===== src/rtl/fetch_pkg.sv =====
// Package: shared constants, kinds and the opcode classifier for the fetch stage.
// Assumes 16-bit instruction words with the opcode in the high byte.
package fetch_pkg;

    localparam int WORD_W  = 16;
    localparam int OPHI_W  = 8;
    localparam int NIB_W   = 4;

    localparam logic [OPHI_W-1:0] JUMP_HI  = 8'hEF;
    localparam logic [NIB_W-1:0]  COPY_NIB = 4'hC;
    localparam logic [NIB_W-1:0]  TAIL_NIB = 4'hF;

    typedef enum logic [1:0] {
        KIND_ONE  = 2'd0,
        KIND_COPY = 2'd1,
        KIND_JUMP = 2'd2
    } insn_kind_e;

    typedef enum logic {
        PH_FIRST  = 1'b0,
        PH_SECOND = 1'b1
    } phase_e;

    // Decide the instruction kind from the opcode byte of a first word.
    function automatic insn_kind_e kind_of(input logic [OPHI_W-1:0] op_hi);
        if (op_hi == JUMP_HI)
            return KIND_JUMP;
        else if (op_hi[OPHI_W-1 -: NIB_W] == COPY_NIB)
            return KIND_COPY;
        else
            return KIND_ONE;
    endfunction

endpackage


===== src/rtl/fetch_classify.sv =====
// Module: fetch_classify
// Purely combinational length decoder. Looks only at the opcode byte of the
// word on the memory bus; the caller decides whether that word is a first word.
module fetch_classify
    import fetch_pkg::*;
(
    input  logic [OPHI_W-1:0] op_hi,
    output insn_kind_e        kind
);

    // Map the opcode byte onto one of the three instruction kinds.
    always_comb begin
        kind = kind_of(op_hi);
    end

endmodule


===== src/rtl/fetch_pc.sv =====
// Module: fetch_pc
// Byte program counter. Steps by one word per unstalled cycle, takes a load
// address instead when asked, and wraps modulo 2**ADDR_W.
// Assumes the load request is already qualified with the stall.
module fetch_pc #(
    parameter int ADDR_W = 21
) (
    input  logic              clk,
    input  logic              rst_n,
    input  logic              hold,
    input  logic              load,
    input  logic [ADDR_W-1:0] load_addr,
    output logic [ADDR_W-1:0] pc
);

    localparam logic [ADDR_W-1:0] STEP = ADDR_W'(2);

    logic [ADDR_W-1:0] pc_q;

    // Counter register: reset to zero, hold, jump or advance by one word.
    always_ff @(posedge clk) begin
        if (!rst_n)
            pc_q <= '0;
        else if (hold)
            pc_q <= pc_q;
        else if (load)
            pc_q <= load_addr;
        else
            pc_q <= pc_q + STEP;
    end

    assign pc = pc_q;

    assert_pc_reset_R1: assert property (@(posedge clk)
        !rst_n |=> pc_q == '0);

    assert_pc_hold_R6: assert property (@(posedge clk) disable iff (!rst_n)
        hold |=> pc_q == $past(pc_q));

    assert_pc_step_R2: assert property (@(posedge clk) disable iff (!rst_n)
        (!hold && !load) |=> pc_q == $past(pc_q) + STEP);

    assert_pc_load_R4: assert property (@(posedge clk) disable iff (!rst_n)
        (!hold && load) |=> pc_q == $past(load_addr));

endmodule


===== src/rtl/fetch_assembler.sv =====
// Module: fetch_assembler
// Two-phase instruction assembler. In the first phase it either issues a
// single-word instruction or parks a long first word; in the second phase it
// completes the pair, or issues a flagged no-operation if the continuation
// prefix is missing. Produces the jump request for the program counter.
// Assumes `word` is the memory data for the current fetch address.
module fetch_assembler
    import fetch_pkg::*;
#(
    parameter int ADDR_W = 21
) (
    input  logic              clk,
    input  logic              rst_n,
    input  logic              stall,
    input  logic [WORD_W-1:0] word,
    input  insn_kind_e        kind_in,
    output logic              jump_take,
    output logic [ADDR_W-1:0] jump_target,
    output logic              out_valid,
    output logic              out_long,
    output logic              out_illegal,
    output logic [WORD_W-1:0] out_first,
    output logic [WORD_W-1:0] out_second
);

    localparam int LO_W = OPHI_W;
    localparam int HI_W = ADDR_W - 1 - LO_W;

    phase_e            phase_q;
    logic [WORD_W-1:0] held_q;
    insn_kind_e        held_kind_q;
    logic              tail_ok;

    // Continuation prefix test on the word now on the bus.
    assign tail_ok = (word[WORD_W-1 -: NIB_W] == TAIL_NIB);

    // Rebuild the word-aligned jump target from both words.
    assign jump_target = {word[HI_W-1:0], held_q[LO_W-1:0], 1'b0};

    // Request a redirect only when a jump completes on an unstalled edge.
    assign jump_take = !stall && (phase_q == PH_SECOND)
                       && (held_kind_q == KIND_JUMP) && tail_ok;

    // Phase tracking and parking of a long first word.
    always_ff @(posedge clk) begin
        if (!rst_n) begin
            phase_q     <= PH_FIRST;
            held_q      <= '0;
            held_kind_q <= KIND_ONE;
        end else if (!stall) begin
            if (phase_q == PH_FIRST) begin
                if (kind_in != KIND_ONE) begin
                    phase_q     <= PH_SECOND;
                    held_q      <= word;
                    held_kind_q <= kind_in;
                end
            end else begin
                phase_q <= PH_FIRST;
            end
        end
    end

    // Issue register: strobe and words of the completed instruction.
    always_ff @(posedge clk) begin
        if (!rst_n) begin
            out_valid   <= 1'b0;
            out_long    <= 1'b0;
            out_illegal <= 1'b0;
            out_first   <= '0;
            out_second  <= '0;
        end else if (stall) begin
            out_valid   <= 1'b0;
            out_illegal <= 1'b0;
        end else if (phase_q == PH_FIRST) begin
            out_valid   <= (kind_in == KIND_ONE);
            out_illegal <= 1'b0;
            if (kind_in == KIND_ONE) begin
                out_long   <= 1'b0;
                out_first  <= word;
                out_second <= '0;
            end
        end else begin
            out_valid <= 1'b1;
            if (tail_ok) begin
                out_long    <= 1'b1;
                out_illegal <= 1'b0;
                out_first   <= held_q;
                out_second  <= word;
            end else begin
                out_long    <= 1'b0;
                out_illegal <= 1'b1;
                out_first   <= '0;
                out_second  <= '0;
            end
        end
    end

    assert_no_issue_in_stall_R6: assert property (@(posedge clk) disable iff (!rst_n)
        stall |=> !out_valid);

    assert_partial_held_R6: assert property (@(posedge clk) disable iff (!rst_n)
        (stall && phase_q == PH_SECOND) |=> (phase_q == PH_SECOND && $stable(held_q)));

    assert_illegal_is_nop_R5: assert property (@(posedge clk) disable iff (!rst_n)
        out_illegal |-> (out_valid && out_first == '0 && out_second == '0 && !out_long));

    assert_long_has_tail_R3: assert property (@(posedge clk) disable iff (!rst_n)
        (out_valid && out_long) |-> out_second[WORD_W-1 -: NIB_W] == TAIL_NIB);

    assert_jump_only_second_R4: assert property (@(posedge clk) disable iff (!rst_n)
        jump_take |=> (phase_q == PH_FIRST && out_valid && out_long));

endmodule


===== src/rtl/fetch_unit.sv =====
// Module: fetch_unit (top)
// Variable-length fetch stage: program counter, length decoder and two-phase
// assembler. Assumes a program memory that returns the word at fetch_addr in
// the same cycle, low byte at the even address.
module fetch_unit
    import fetch_pkg::*;
#(
    parameter int ADDR_W = 21
) (
    input  logic              clk,
    input  logic              rst_n,
    input  logic              stall,
    input  logic [15:0]       fetch_data,
    output logic [ADDR_W-1:0] fetch_addr,
    output logic              insn_valid,
    output logic [15:0]       insn_first,
    output logic [15:0]       insn_second,
    output logic              insn_long,
    output logic              insn_illegal
);

    insn_kind_e        kind;
    logic              jump_take;
    logic [ADDR_W-1:0] jump_target;
    logic [ADDR_W-1:0] pc;

    fetch_classify u_classify (
        .op_hi (fetch_data[WORD_W-1 -: OPHI_W]),
        .kind  (kind)
    );

    fetch_assembler #(.ADDR_W(ADDR_W)) u_assembler (
        .clk         (clk),
        .rst_n       (rst_n),
        .stall       (stall),
        .word        (fetch_data),
        .kind_in     (kind),
        .jump_take   (jump_take),
        .jump_target (jump_target),
        .out_valid   (insn_valid),
        .out_long    (insn_long),
        .out_illegal (insn_illegal),
        .out_first   (insn_first),
        .out_second  (insn_second)
    );

    fetch_pc #(.ADDR_W(ADDR_W)) u_pc (
        .clk       (clk),
        .rst_n     (rst_n),
        .hold      (stall),
        .load      (jump_take),
        .load_addr (jump_target),
        .pc        (pc)
    );

    assign fetch_addr = pc;

    assert_addr_even_R8: assert property (@(posedge clk) disable iff (!rst_n)
        fetch_addr[0] == 1'b0);

endmodule


===== config.mk =====
export PLATFORM = sky130hd
export DESIGN_NAME = fetch_unit
export DESIGN_NICKNAME = d
export VERILOG_FILES = /design/src/rtl/fetch_pkg.sv /design/src/rtl/fetch_classify.sv /design/src/rtl/fetch_pc.sv /design/src/rtl/fetch_assembler.sv /design/src/rtl/fetch_unit.sv
export SDC_FILE = /design/constraint.sdc
export NUM_CORES = 1
export LEC_CHECK = 0
export BUFFER_PORTS_ARGS = -buffer_cell sky130_fd_sc_hd__buf_2
export CORE_MARGIN = 5
export CORE_UTILIZATION = 55
export CTS_CLUSTER_SIZE = 30
export DETAILED_ROUTE_END_ITERATION = 12
export HOLD_SLACK_MARGIN = 0.05
export PLACE_DENSITY_LB_ADDON = 0.12
export SKIP_LAST_GASP = 1
export SYNTH_ARGS = -nofsm -noshare
export SYNTH_HDL_FRONTEND = slang
export SYNTH_SLANG_ARGS = --single-unit

===== constraint.sdc =====
create_clock -name clk -period 4.6 [get_ports clk]
set_clock_uncertainty 0.1 [all_clocks]
set_input_delay 0.92 -clock clk [delete_from_list [all_inputs] [get_ports clk]]
set_output_delay 0.92 -clock clk [all_outputs]
set_load 0.05 [all_outputs]

==> key figures <==
Status
  • Status: complete, no violations

Clock network
  • Worst skew pair latency: 0.36 ns
  • CTS tree: done
  • Clock H-tree levels: 3
  • Root Driver: clkbuf_8
  • Clk buf depth: 2
  • CTS Hold Bufs: 0
  • Sink Count: 74
  • Post_cts resized: 0
  • CTS Buf Count: 9
  • Post-CTS Setup Bufs: 0
  • Worst-path clk slew: 0.09 ns

Drt
  • Wirelength, routed: approximately 8.8 mm
  • Detailed Route Iter0 Violations: 257
  • DR vias/cell: 6.064
  • Routed length per instance: 17.11 µm
  • Router iterations before antenna repair: 4
  • Via Count: about 3100
  • Remaining DRCs: 0
  • Antenna viol nets, final: 0

Worst setup path
  • Req. time, crit path: ~4.8 ns
  • FF-to-FF path depth: 3
  • CP Max Fanout: 28
  • R2r startpoint: u_assembler.phase_q$_SDFFE_PN0N_
  • Startpoint Class: input pin
  • Crit end category: register
  • Worst Path Arrival: around 3.0 ns
  • Reg2Reg Setup Slack: 2.23 ns
  • Setup CP Type: in -> reg
  • R2r endpoint: u_assembler.out_second[7]$_SDFFE_PN0P_

Timing
  • Hold Vio Cnt, Final: 0
  • RSZ-0062 raised after global routing: no
  • Max Fclk: 357.8 MHz
  • Slew HR: between 30% and 40%
  • Final Slew Violations: 0
  • Worst slew pin tran: 0.9320 ns
  • Min Clock Period, post-route: 2.795 ns
  • Setup violations, final: 0
  • Final period utilization: 60.77%
  • Fin Setup TNS: 0 ns

GRT
  • GR Util All Layers: 23.37%
  • Antenna violations before repair: 0
  • Vias in the first global route: around 2800
  • Grt total ovfl: 0
  • Largest net degree at the start of global routing: 48
  • First-pass GRT wire length: 14.17 mm

Synthesis
  • Yosys top cell by area: dfxtp_1
  • Syn Area/Cell: 9.029 µm²
  • EDFF count, synth: 0
  • Distinct cells, synth: 58
  • Post-synth ARST share: 0%
  • Seq/Total Area, Yosys: 43.75%
  • Synth top area cells: dfxtp_1 44%, nand3_1 4.0%, nand2_1 3.5%
  • Post-synth top flop: dfxtp_1
  • Post-synth top area share: 43.75%
  • Synth Warn #: 0
  • Synthesized Nets: about 400
  • Cells after synthesis: 375
  • Flops & latches, synth: 74
  • Post-Syn Area: 3386 µm²

Floorplanning
  • Die Span X: 88.46 µm
  • Initial core utilization: a little under three fifths
  • DIE HEIGHT: 88.46 µm
  • Rows: 28
  • Top Ports: 75
  • Die area: 7825 µm²
  • Core area: 5956 µm²

Hold path
  • Worst Hold Launch: u_assembler.held_q[12]$_SDFFE_PN0P_
  • WHS Endpoint: u_assembler.held_q[12]$_SDFFE_PN0P_
  • Worst min path class: reg -> reg
  • Hold depth: 2

Cells and area
  • Number of antenna diodes: 0
  • Final nets: about 450
  • Commonest non-fill, non-tap cell in the layout: dfxtp_1
  • Final Util: between 60% and 70%
  • Synth-to-layout area growth: 14.89%
  • Commonest non-fill, non-tap cells in the layout: 74 x dfxtp_1, 73 x buf_2, 32 x nand2_1, 27 x nand3_1, 19 x o21ai_0
  • Layout cells sized above 1: 24.71%
  • Cell area after layout: between 3000 and 4000 µm²

Placed design
  • Detailed Place HPWL: 6.081 mm
  • Cell Area, Placed: ~3700 µm²
  • PortBufs: 73
  • GPL Wtd Cong: 0.8119

Power
  • Peak supply drop: 0.2735 mV
  • Leak: 1.605 nW
  • Power per Cell Area: 335.8 nW/µm²

Job
  • Max-Cap Viols: 0
## worst max-delay path by stage
| stage | depth (start not counted) | endpoint | startpoint | slack [ns] |
|---|---|---|---|---|
| after global routing | 5 | u_assembler.out_first[2]$_SDFFE_PN0P_ | fetch_data[8] | 1.59 |
| after floorplan | 6 | u_pc.pc[15]$_SDFFE_PN0N_ | stall | 2.37 |
| final | 5 | u_assembler.out_second[7]$_SDFFE_PN0P_ | fetch_data[11] | 1.80 |
| after CTS | 5 | u_assembler.out_second[7]$_SDFFE_PN0P_ | fetch_data[11] | 1.83 |
| after detailed placement | 5 | u_assembler.out_second[7]$_SDFFE_PN0P_ | fetch_data[11] | 1.44 |
| after global placement | 5 | u_assembler.out_first[2]$_SDFFE_PN0P_ | fetch_data[12] | 1.53 |
## cell families after synthesis
kind of cell	after synthesis	synth area share, %
mux	2	0.5913
simple gates	140	23.98
flops	74	43.75
compound gates	122	25.24
other cells	1	0.1108
buf+inv	34	5.691
fa+ha+maj	1	0.3695
xor+xnor	1	0.2587
## sequential cells by signal, summed over array words and instances (netlist names)
register,count
u_assembler.held_kind_q,2
u_assembler.out_illegal,1
u_assembler.phase_q,1
u_assembler.out_long,1
u_assembler.held_q,16
u_pc.pc,20
u_assembler.out_second,16
u_assembler.out_valid,1
u_assembler.out_first,16
## metrics by stage
stage	cells	setup slack, ns	power, mW	hold slack (ns)
floorplan	375	2.369	0.7700	0.3103
global placement	496	1.526	0.8026	0.3250
detailed placement	496	1.444	0.8048	0.3326
CTS	512	1.830	1.313	0.3445
global route	512	1.595	1.355	0.3636
finish	512	1.805	1.306	0.3403
## power breakdown
group	switching (mW)	internal, mW
sequential	0.0105	0.654
clock	0.263	0.254
combinational	0.0938	0.0313
## critical path: stages
cell and delay (ns):
buf_2 0.13, nand4_1 0.22, a211oi_2 0.63, o21a_1 0.81, a22o_1 0.27
## cells in the mapped netlist (5+ instances only)
| cell type | count |
|---|---|
| and2_1 | 12 |
| nand3_1 | 27 |
| a21oi_1 | 17 |
| nand4_1 | 9 |
| a22o_1 | 12 |
| a221o_1 | 10 |
| dfxtp_1 | 74 |
| and3_1 | 7 |
| a31oi_1 | 13 |
| nor2_1 | 16 |
| buf_2 | 7 |
| a21o_1 | 9 |
| buf_4 | 7 |
| o21ai_1 | 12 |
| o21ai_0 | 19 |
| nand2_1 | 32 |
| a22oi_1 | 5 |
| clkbuf_1 | 12 |
## routing by layer
| metal | up-vias | wire (µm) | GRT usage [%] | part of all wire [%] |
|---|---|---|---|---|
| met4 | 0 | 175 | 9.066 | 2.0 |
| met1 | 1473 | 3839 | 29.95 | 44 |
| met5 | - | 0 | 0 | 0 |
| met3 | 15 | 504 | 4.749 | 5.8 |
| li1 | 1530 | - | - | - |
| met2 | 87 | 4242 | 38.68 | 48 |
## layout make-up
cell class                 count  area [µm²]
timing repair buffer          76       387.9
inverter                       4       15.01
fill                         543        2066
sequential                    74        1481
clock inverter                 7       76.32
clock buffer                   9       123.9
multi-input combinational    267        1712
tap                           75       93.84
Power figures use the tool's default switching activity.
